File: src/rtl/pfail_pkg.sv
package pfail_pkg;

  typedef enum logic [1:0] {
    IRQ_IDLE  = 2'd0,
    IRQ_PULSE = 2'd1,
    IRQ_SPENT = 2'd2
  } irq_state_e;

  typedef enum logic [1:0] {
    RS_HOLD = 2'd0,
    RS_RUN  = 2'd1,
    RS_OFF  = 2'd2
  } rst_state_e;

endpackage

File: src/rtl/pf_tick_timer.sv
module pf_tick_timer #(
  parameter int LIMIT = 200
) (
  input  logic clk,
  input  logic rst,
  input  logic clear,
  input  logic tick,
  output logic done
);
  localparam int CW = $clog2(LIMIT + 1);
  localparam logic [CW-1:0] LAST = CW'(LIMIT - 1);

  logic [CW-1:0] cnt;

  always_ff @(posedge clk) begin
    if (rst || clear) begin
      cnt <= '0;
    end else if (tick) begin
      cnt <= cnt + 1'b1;
    end
  end

  // Asserted on the cycle the LIMIT-th strobe is seen
  assign done = !clear && tick && (cnt == LAST);
endmodule

File: src/rtl/pf_irq_unit.sv
module pf_irq_unit
  import pfail_pkg::*;
#(
  parameter int IRQ_TICKS = 200
) (
  input  logic clk,
  input  logic rst,
  input  logic tick,
  input  logic sup_trip_ok,
  input  logic sup_bat_ok,
  input  logic mon_ok,
  output logic irq_low
);
  irq_state_e state, state_d;
  logic       tmo;

  pf_tick_timer #(.LIMIT(IRQ_TICKS)) u_tmr (
    .clk   (clk),
    .rst   (rst),
    .clear (state != IRQ_PULSE),
    .tick  (tick),
    .done  (tmo)
  );

  always_comb begin
    state_d = state;
    unique case (state)
      IRQ_IDLE: begin
        if (sup_bat_ok && sup_trip_ok && !mon_ok) state_d = IRQ_PULSE;
      end
      IRQ_PULSE: begin
        if (!sup_bat_ok || mon_ok) state_d = IRQ_IDLE;
        else if (tmo)              state_d = IRQ_SPENT;
      end
      IRQ_SPENT: begin
        if (!sup_bat_ok || mon_ok) state_d = IRQ_IDLE;
      end
      default: state_d = IRQ_IDLE;
    endcase
  end

  always_ff @(posedge clk) begin
    if (rst) state <= IRQ_IDLE;
    else     state <= state_d;
  end

  assign irq_low = (state == IRQ_PULSE);
endmodule

File: src/rtl/pf_reset_seq.sv
module pf_reset_seq
  import pfail_pkg::*;
#(
  parameter int RST_TICKS = 25000
) (
  input  logic clk,
  input  logic rst,
  input  logic tick,
  input  logic mode_backed,
  input  logic sup_trip_ok,
  input  logic sup_bat_ok,
  input  logic mon_ok,
  output logic rst_active
);
  rst_state_e state, state_d;
  logic       tmo;
  logic       tmr_clear;

  assign tmr_clear = (state != RS_HOLD) || (!mode_backed && !sup_trip_ok);

  pf_tick_timer #(.LIMIT(RST_TICKS)) u_tmr (
    .clk   (clk),
    .rst   (rst),
    .clear (tmr_clear),
    .tick  (tick),
    .done  (tmo)
  );

  always_comb begin
    state_d = state;
    unique case (state)
      RS_HOLD: begin
        if (mode_backed) begin
          if (!sup_bat_ok)      state_d = RS_OFF;
          else if (!mon_ok)     state_d = RS_RUN;
          else if (tmo)         state_d = RS_RUN;
        end else if (tmo) begin
          state_d = RS_RUN;
        end
      end
      RS_RUN: begin
        if (mode_backed) begin
          if (!sup_bat_ok) state_d = RS_OFF;
        end else if (!sup_trip_ok) begin
          state_d = RS_HOLD;
        end
      end
      RS_OFF: begin
        if (!mode_backed || sup_bat_ok) state_d = RS_HOLD;
      end
      default: state_d = RS_HOLD;
    endcase
  end

  always_ff @(posedge clk) begin
    if (rst) begin
      state      <= RS_HOLD;
      rst_active <= 1'b1;
    end else begin
      state      <= state_d;
      rst_active <= (state_d == RS_HOLD);
    end
  end
endmodule

File: src/rtl/pfail_sequencer.sv
module pfail_sequencer #(
  parameter int IRQ_TICKS = 200,
  parameter int RST_TICKS = 25000
) (
  input  logic clk,
  input  logic rst,
  input  logic tick_us,
  input  logic mode_backed,
  input  logic sup_trip_ok,
  input  logic sup_bat_ok,
  input  logic mon_ok,
  output logic irq_n,
  output logic irq_oe,
  output logic cpu_rst,
  output logic cpu_rst_n
);
  logic irq_low;
  logic rst_active;

  pf_irq_unit #(.IRQ_TICKS(IRQ_TICKS)) u_irq (
    .clk         (clk),
    .rst         (rst),
    .tick        (tick_us),
    .sup_trip_ok (sup_trip_ok),
    .sup_bat_ok  (sup_bat_ok),
    .mon_ok      (mon_ok),
    .irq_low     (irq_low)
  );

  pf_reset_seq #(.RST_TICKS(RST_TICKS)) u_rst (
    .clk         (clk),
    .rst         (rst),
    .tick        (tick_us),
    .mode_backed (mode_backed),
    .sup_trip_ok (sup_trip_ok),
    .sup_bat_ok  (sup_bat_ok),
    .mon_ok      (mon_ok),
    .rst_active  (rst_active)
  );

  // Mode 0 floats the interrupt pin once the supply sits below the battery
  always_ff @(posedge clk) begin
    if (rst) irq_oe <= 1'b1;
    else     irq_oe <= mode_backed || sup_bat_ok;
  end

  assign irq_n     = ~irq_low;
  assign cpu_rst   = rst_active;
  assign cpu_rst_n = ~rst_active;
endmodule

File: config.mk
export PLATFORM = sky130hd
export DESIGN_NAME = pfail_sequencer
export DESIGN_NICKNAME = d
export VERILOG_FILES = /design/src/rtl/pfail_pkg.sv /design/src/rtl/pf_tick_timer.sv /design/src/rtl/pf_irq_unit.sv /design/src/rtl/pf_reset_seq.sv /design/src/rtl/pfail_sequencer.sv
export SDC_FILE = /design/constraint.sdc
export NUM_CORES = 1
export LEC_CHECK = 0
export ABC_AREA = 1
export BUFFER_PORTS_ARGS = -buffer_cell sky130_fd_sc_hd__buf_2
export CORE_MARGIN = 4
export CORE_UTILIZATION = 61
export CTS_BUF_LIST = sky130_fd_sc_hd__clkbuf_2
export DETAILED_ROUTE_END_ITERATION = 16
export PLACE_DENSITY_LB_ADDON = 0.08
export SYNTH_ARGS = -nofsm -noshare
export SYNTH_HDL_FRONTEND = slang
export SYNTH_SLANG_ARGS = --single-unit
File: constraint.sdc
create_clock -name clk -period 1.79 [get_ports clk]
set_clock_uncertainty 0.2 [all_clocks]
set_input_delay 0.0895 -clock clk [delete_from_list [all_inputs] [get_ports clk]]
set_output_delay 0.0895 -clock clk [all_outputs]
set_load 0.1 [all_outputs]
; Yosys cells after proc, flatten, opt, wreduce, memory -nomap -nowiden
; Index checks and enable logic that the tools add are counted.
[totals]
ff_bits = 29
in_bits = 7
out_inout_bits = 4
wordCells = 58
[classes]
n_addsub = 2
n_eq_ne = 10
muxes = 14
n_bitwise = 2
n_reduce_logical = 24
[ops]
columns = op, n
row1 = two-way mux 2 bit, 12
row2 = adder 15 x 1 -> 15 bit (second input constant), 1
row3 = == test 15 bit (second input constant), 1
row4 = one-hot mux 2 bit (3 select lines), 2
row5 = adder 8 x 1 -> 8 bit (second input constant), 1
row6 = == test 8 bit (second input constant), 1
row7 = logical AND 1 bit, 7
row8 = zero test 1 bit, 6
row9 = zero test 2 bit, 3
row10 = logical OR 1 bit, 6
row11 = != test 2 x 1 -> 1 bit (second input constant), 3
row12 = == test 2 x 1 -> 1 bit (second input constant), 2
row13 = == test 2 bit (second input constant), 2
row14 = != test 3 x 1 -> 1 bit (second input constant), 1
row15 = AND reduction 3 bit, 1
row16 = inverter 1 bit, 2
row17 = nonzero test 2 bit, 1

; Logic depth before layout (Yosys ltp)
; Gate-level depths: netlist of run 1.
[depth]
word_depth = 12
depth_mapped = 9
ltp_nobuf = 9

; Hierarchy
; From an unflattened synthesis of run 1, not the netlist that was laid out.
[hier_totals]
cells_unflattened = 231
area_unflattened_um2 = 1552.7
[modules_own_cells]
columns = module, n_inst, cells_each, area_each_um2, seq_area_each_um2
row1 = pf_tick_timer (u_rst.u_tmr), 1, 125, 820.8, 300.3
row2 = pf_tick_timer (u_irq.u_tmr), 1, 58, 434.2, 160.2
row3 = pf_reset_seq, 1, 23, 142.6, 60.1
row4 = pf_irq_unit, 1, 19, 116.4, 40.0
row5 = pfail_sequencer, 1, 6, 38.8, 20.0

; Worst setup path after synthesis of run 1
; Ideal clock, no wire load.
[synth_timing]
path_type = reg2out
from = reg u_rst.rst_active
to = out cpu_rst_n
t_arrival_ns = 1.610
required_time_ns = 1.500
slack_ns = -0.110
path_stages_with_launch = 2
n_path_buf = 0
cell_sequence = dfxtp_1 > inv_1
[synth_via]
elab_chain_cells = 1
[synth_lines]
columns = item, line
row1 = start: declaration, pf_reset_seq.sv:13  ; output logic rst_active
row2 = start signal: assignment, pf_reset_seq.sv:61  ; rst_active <= (state_d == RS_HOLD);
row3 = inverter 1 bit, pfail_sequencer.sv:49  ; assign cpu_rst_n = ~rst_active;
row4 = end: declaration, pfail_sequencer.sv:15  ; output logic cpu_rst_n
; Every way passes these cells.

; Worst setup path after layout of run 1
[layout_timing]
from = reg u_irq.state[0]
to = out irq_n
[layout_via]
elab_chain_cells = 2
[layout_lines]
columns = item, line
row1 = start: declaration, pf_irq_unit.sv:14  ; irq_state_e state, state_d;
row2 = start signal: assignment, pf_irq_unit.sv:44  ; else state <= state_d;
row3 = == test 2 x 1 -> 1 bit, pf_irq_unit.sv:47  ; assign irq_low = (state == IRQ_PULSE);
row4 = inverter 1 bit, pfail_sequencer.sv:47  ; assign irq_n = ~irq_low;
row5 = end: declaration, pfail_sequencer.sv:12  ; output logic irq_n,
; Every way passes these cells.

==> results of run 1 <==
-- sequential cells by signal, indices dropped and copies added, names as in the netlist --
register          cells
irq_oe                1
u_irq.state           2
u_irq.u_tmr.cnt       8
u_rst.rst_active      1
u_rst.state           2
u_rst.u_tmr.cnt      15
-- power by group through the flow --
stage	Clock [uW]	Combinational (uW)	Sequential [uW]
global placement	0	124	679
floorplan	0	80.9	699
global route	662	153	669
CTS	629	138	667
finish	618	140	667
detailed placement	0	126	680
-- per-layer routing --
layer	track usage, %	routed length, um	up-vias
met5	0	0	-
met2	33.56	1350	15
met3	4.872	76	4
met4	6.102	24	0
met1	22.19	1295	568
li1	-	-	693
-- final timing paths --
| check | startpoint | end | cells past startpoint |
|---|---|---|---|
| max | u_irq.state[0] | irq_n | 4 |
| min | u_irq.u_tmr.cnt[7] | u_irq.u_tmr.cnt[7] | 2 |
| max reg2reg | u_rst.u_tmr.cnt[0] | u_rst.u_tmr.cnt[14] | 9 |
| min reg2reg | u_irq.u_tmr.cnt[7] | u_irq.u_tmr.cnt[7] | 2 |
-- area by class of cell --
type	instances	area, um^2
clock buffers	5	25.02
clock inverters	3	65.06
fillers	170	545.5
inverters	34	131.4
multi-input cells	141	705.7
flip-flops and latches	29	584.3
well taps	28	35.03
repair buffers	17	120.1
-- placed cells by master (no fill, tap or decap), types with 2 or more instances in the layout --
cell	count
sky130_fd_sc_hd__nand2_2	3
sky130_fd_sc_hd__inv_2	2
sky130_fd_sc_hd__nand3_1	11
sky130_fd_sc_hd__nor3_1	4
sky130_fd_sc_hd__ha_1	2
sky130_fd_sc_hd__buf_2	10
sky130_fd_sc_hd__nor2_1	36
sky130_fd_sc_hd__dfxtp_1	26
sky130_fd_sc_hd__o21a_1	4
sky130_fd_sc_hd__a21oi_1	18
sky130_fd_sc_hd__nand4_1	4
sky130_fd_sc_hd__nand2_1	40
sky130_fd_sc_hd__dfxtp_2	3
sky130_fd_sc_hd__inv_1	31
sky130_fd_sc_hd__bufinv_16	2
sky130_fd_sc_hd__clkbuf_2	5
sky130_fd_sc_hd__dlygate4sd3_1	7
sky130_fd_sc_hd__o21ai_0	6
sky130_fd_sc_hd__nor2_4	4
-- worst max-delay path, delay by kind of cell, from the launching register on --
| family | cells | cell delay, ns |
|---|---|---|
| AND/OR/NAND/NOR | 1 | 0.05 |
| flip-flops | 1 | 0.33 |
| buffers and inverters | 3 | 0.57 |
-- metrics by stage --
step	setup WS [ns]	hold WS (ns)
2_1_floorplan	0.007501	-0.04143
3_3_place_gp	0.2263	0.1049
3_5_place_dp	0.1532	0.1167
4_1_cts	0.1108	0.2895
5_1_grt	0.01649	0.3031
6_report	0.1850	0.2888
-- cells by family after synthesis --
kind of cell             count (synthesis)
XOR/XNOR                                 1
AO/OA/AOI/OAI                           30
adder cells (fa/ha/maj)                  2
buffers and inverters                   35
flip-flops                              29
AND/OR/NAND/NOR                        108
-- timing repair --
action                                  4_1_cts  5_1_grt
hold buffers                                  7        0
setup buffers                                 0        0
gates resized for setup                       0        3
endpoints found under the setup margin        0        1
endpoints found under the hold margin        24        0
==> flow_summary.ini, run 1 <==
[finish]
postLayoutCellArea_um2 = 1667
flow.area_growth_from_synthesis_pct = 17.67
post-route-util_pct = 75.34
fin_cells = 257
count_of_inserted_antenna_diode_cells = 0
nNetsFinal = 237
final_layout_size_suffix_gt1_share_pct = 15.28

[sta]
max_clock_freq_mhz = 623.0
finalMaxSlewViolations = 0
maxSlewHeadroom_pct = 67.54
grt_setup_unrepaired = no
setup-violations-final = 0
fin_crit_sh_pct = 89.67
worst-slew-pin-transition_ns = 0.4903
layout_min_cycle_time_ns = 1.605
fin_setup_tns_ns = 0
timing_hold_violations_final = 0

[clocking]
htree_num_levels = 2
cts_sink_cnt = 29
cts_root_buffer = sky130_fd_sc_hd__clkbuf_2
clock_tree_from_tritoncts = yes
clk_pin_slew_worst_setup_hold_paths_ns = 0.17
clock_insertion_delay_at_the_later_pin_of_the_skew_report_ns = 0.35
clockBufferDepth = 2
cts_inserted_buffers = 5

[grt]
overall_global_routing_resource_usage_pct = 19.00
antenna_found_initial = 0
number_of_global_route_vias_before_repair = 1175
grt_start_max_net_pins = 13
global_route_wire_length_before_repair_mm = 4.809
grt_remaining_overflow = 0

[pwr]
swShare_pct = 24.60
leakage_uw = 0.0006089
switchingPower_uw = 350.5
peakVddDrop_mv = 0.7934
powerDensity_nw_per_um2 = 854.9
pwr-share-clk_pct = 43.4
totalPowerFinal_uw = 1425
p_int_uw = 1074
power.combinational.fraction_pct = 9.8
seq_power_share_pct = 46.8

[worst_setup_path]
startpoint_type = flip-flop
cp_cell_sequence = inv_1 > nor2_1 > inv_1 > buf_2
regToRegSetupSlack_ns = 0.20
cp.arrival_ns = 1.32
cp-end-kind = output pin
timing.critical_path.slowest_stage_cell = sky130_fd_sc_hd__buf_2
worst_ep_required_time_ns = 1.50
critical_path.max_fanout = 3
peak_per_stage_delay_on_the_critical_path_ns = 0.42
cell_seen_most_often_among_critical_path_stages = sky130_fd_sc_hd__inv_1
kind_of_critical_path = reg2out

[drt]
drtPass1Iterations = 4
route.detailed.wl_per_inst_um = 10.68
detail_route.wirelength_mm = 2.746
drt_iter0_markers = 32
vias_per_cell = 4.981
final_antenna_net_count = 0
drc_errors = 0
vias = 1280

[yosys]
synth_simple_gate_area_share_pct = 35.42
mappedNetlistArea_um2 = 1416
synth_top_family_by_area = simple AND/OR/NAND/NOR gates
synth_adder_area_share_pct = 1.767
top_cells_by_area_in_the_synthesized_netlist = sky130_fd_sc_hd__dfxtp_1 (41%), sky130_fd_sc_hd__nand2_1 (11%), sky130_fd_sc_hd__nor2_1 (9.5%)
yosysUniqueCellTypes = 24
post-synth-top-count-cell = sky130_fd_sc_hd__nand2_1
syn_area_per_cell_um2 = 6.909
yosys.area_share.xor_xnor_pct = 0.6184
synth_seq_cells = 29
yosysWarningCount = 0
synth_top_area_share_pct = 40.99
edff_count_synth = 0
netlist_top_cells_count = sky130_fd_sc_hd__nand2_1 (40), sky130_fd_sc_hd__nor2_1 (36), sky130_fd_sc_hd__inv_1 (32), sky130_fd_sc_hd__dfxtp_1 (29), sky130_fd_sc_hd__a21oi_1 (18)
muxShareOfSynthArea_pct = 0
netlist.top_cell.by_area = sky130_fd_sc_hd__dfxtp_1
postSynth.asyncResetShare_pct = 0
postSynthNetCount = 214
postSynthCellCount = 205
synth_compound_area_share_pct = 11.66
synth_seq_area_share_pct = 40.99
synthFlopType = sky130_fd_sc_hd__dfxtp_1

[placement]
dpl_cells = 242
dp_hpwl_mm = 1.963
place_congestion = 0.7751
numPortBuffers = 10
place_area_um2 = 1499

[floorplan]
core.rowCount = 17
start_util_pct = 64.03
die_width_um = 56.19
fp.dieArea_um2 = 3157
ioPinCount = 11
core-area_um2 = 2212
floorplan.die.height_um = 56.19

[flow_run]
cap_violations = 0

[status]
status = completed

[min_path]
min_path_type = reg2reg
Power figures use the tool's default switching activity.
==> run 2, diff against run 1 <==
--- a/config.mk
+++ b/config.mk
@@ -7,8 +7,11 @@
 export LEC_CHECK = 0
 export ABC_AREA = 1
 export BUFFER_PORTS_ARGS = -buffer_cell sky130_fd_sc_hd__buf_2
+export CELL_PAD_IN_SITES_DETAIL_PLACEMENT = 1
+export CELL_PAD_IN_SITES_GLOBAL_PLACEMENT = 2
+export CORE_ASPECT_RATIO = 2
 export CORE_MARGIN = 4
-export CORE_UTILIZATION = 61
+export CORE_UTILIZATION = 34
 export CTS_BUF_LIST = sky130_fd_sc_hd__clkbuf_2
 export DETAILED_ROUTE_END_ITERATION = 16
 export PLACE_DENSITY_LB_ADDON = 0.08
==> flow_summary.ini, run 2 (synthesized netlist as in run 1, its figures left out) <==
[status]
status = completed

[flow_run]
cap_violations = 0

[floorplan]
ioPinCount = 11
die_width_um = 53.64
fp.dieArea_um2 = 5325
floorplan.die.height_um = 99.28
core-area_um2 = 4046
start_util_pct = 35.00
core.rowCount = 33

[clocking]
cts_setup_buffers = 0
cts_sink_cnt = 29
htree_num_levels = 2
clock_insertion_delay_at_the_later_pin_of_the_skew_report_ns = 0.35
cts_root_buffer = sky130_fd_sc_hd__clkbuf_2
clockBufferDepth = 2
clk_pin_slew_worst_setup_hold_paths_ns = 0.15
clock_tree_from_tritoncts = yes
cts_inserted_buffers = 5

[worst_setup_path]
startpoint_type = flip-flop
critical_path.max_fanout = 3
startpoint = u_irq.state[0]
cp-end-kind = output pin
kind_of_critical_path = reg2out
cp.arrival_ns = 1.33
worst_ep_required_time_ns = 1.50
crit-reg2reg-launch = u_rst.u_tmr.cnt[0]

[finish]
count_of_inserted_antenna_diode_cells = 0
top_regs = u_rst.u_tmr.cnt (15), u_irq.u_tmr.cnt (8)
nNetsFinal = 238
footprint_of_the_multi_input_gates_um2 = 715.7
largest_register = u_rst.u_tmr.cnt
layout.area.seq_um2 = 585.6
postLayoutCellArea_um2 = 1668
largest_register_ffs = 15
fillCellCount = 554
final_common_cell = sky130_fd_sc_hd__nand2_1
fin_cells = 282
most-common-layout-cells = sky130_fd_sc_hd__nand2_1 (40), sky130_fd_sc_hd__nor2_1 (34), sky130_fd_sc_hd__inv_1 (31)
flow.area_growth_from_synthesis_pct = 17.76
final_layout_size_suffix_gt1_share_pct = 17.39

[grt]
grt_remaining_overflow = 0
overall_global_routing_resource_usage_pct = 15.95
number_of_global_route_vias_before_repair = 1432
global_route_wire_length_before_repair_mm = 6.196
grt_start_max_net_pins = 13
antenna_found_initial = 0

[drt]
drtPass1Iterations = 4
vias = 1357
drt_iter0_markers = 17
vias_per_cell = 4.812
final_antenna_net_count = 0
detail_route.wirelength_mm = 3.630
drc_errors = 0
route.detailed.wl_per_inst_um = 12.87

[sta]
finalMaxSlewViolations = 0
setup-violations-final = 0
worst-slew-pin-transition_ns = 0.4927
timing_hold_violations_final = 0
maxSlewHeadroom_pct = 67.38
layout_min_cycle_time_ns = 1.617
max_clock_freq_mhz = 618.4
fin_crit_sh_pct = 90.34
grt_setup_unrepaired = yes

[placement]
numPortBuffers = 10
dpl_cells = 267
place_area_um2 = 1536
place_congestion = 0.7714
dp_hpwl_mm = 2.913

[min_path]
worstHoldStart = u_irq.u_tmr.cnt[7]
min_path_type = reg2reg

[pwr]
peakVddDrop_mv = 0.3300
leakage_uw = 0.0005958
totalPowerFinal_uw = 1151
powerDensity_nw_per_um2 = 689.9
[run 2: cell types whose count changed in the layout (fill, tap and decap cells not counted), sizes merged]
cell / delta
clkbuf: +4
bufinv: -2
clkinv: -1
[run 2: cell type report]
type                            count  area share [%]
Inverter                           34           7.877
Clock buffer                        8           2.401
Timing Repair Buffer               18           7.802
Tap cell                           52           3.901
Sequential cell                    29           35.11
Multi-Input combinational cell    141           42.91
[run 2: timing repair]
action                                  4_1_cts  5_1_grt
hold buffers                                  7        0
resized for setup                             0        8
endpoints found under the setup margin        0        3
hold endpoints to repair                     20        0
[run 2: per-stage QoR]
step                hold WS (ns)  setup TNS (ns)  setup slack (ns)  utilization (%)
floorplan               -0.04143               0          0.007501                -
global placement          0.1058               0            0.1763            37.97
detailed placement        0.1282               0            0.1175            37.97
CTS                       0.2811               0           0.06889            40.69
global route              0.3100       -0.002961         -0.002961            41.22
finish                    0.2789               0            0.1730            41.22
[run 2: metal layers]
| layer | share of wire [%] | GRT usage (%) |
|---|---|---|
| met1 | 35 | 14.21 |
| met2 | 62 | 31.69 |
| met4 | 1.4 | 5.906 |
| met5 | 0 | 0 |
| met3 | 2.0 | 3.598 |
[run 2: final timing paths]
kind                               to  slack [ns]  cells after the start
setup / recovery                irq_n        0.17                      4
hold / removal     u_irq.u_tmr.cnt[7]        0.28                      2
setup reg to reg  u_rst.u_tmr.cnt[14]        0.17                      9
hold reg to reg    u_irq.u_tmr.cnt[7]        0.28                      2
[run 2: worst max-delay path: stages, from the launching register on]
cell	delay, ns
sky130_fd_sc_hd__dfxtp_1	0.33
sky130_fd_sc_hd__inv_1	0.09
sky130_fd_sc_hd__nor2_1	0.06
sky130_fd_sc_hd__inv_1	0.08
sky130_fd_sc_hd__buf_2	0.43
[run 2: report_power, final]
part | internal, uW | switching [uW] | total, uW
Clock | 115 | 224 | 339
Combinational | 42.3 | 102 | 145
Sequential | 658 | 8.24 | 666
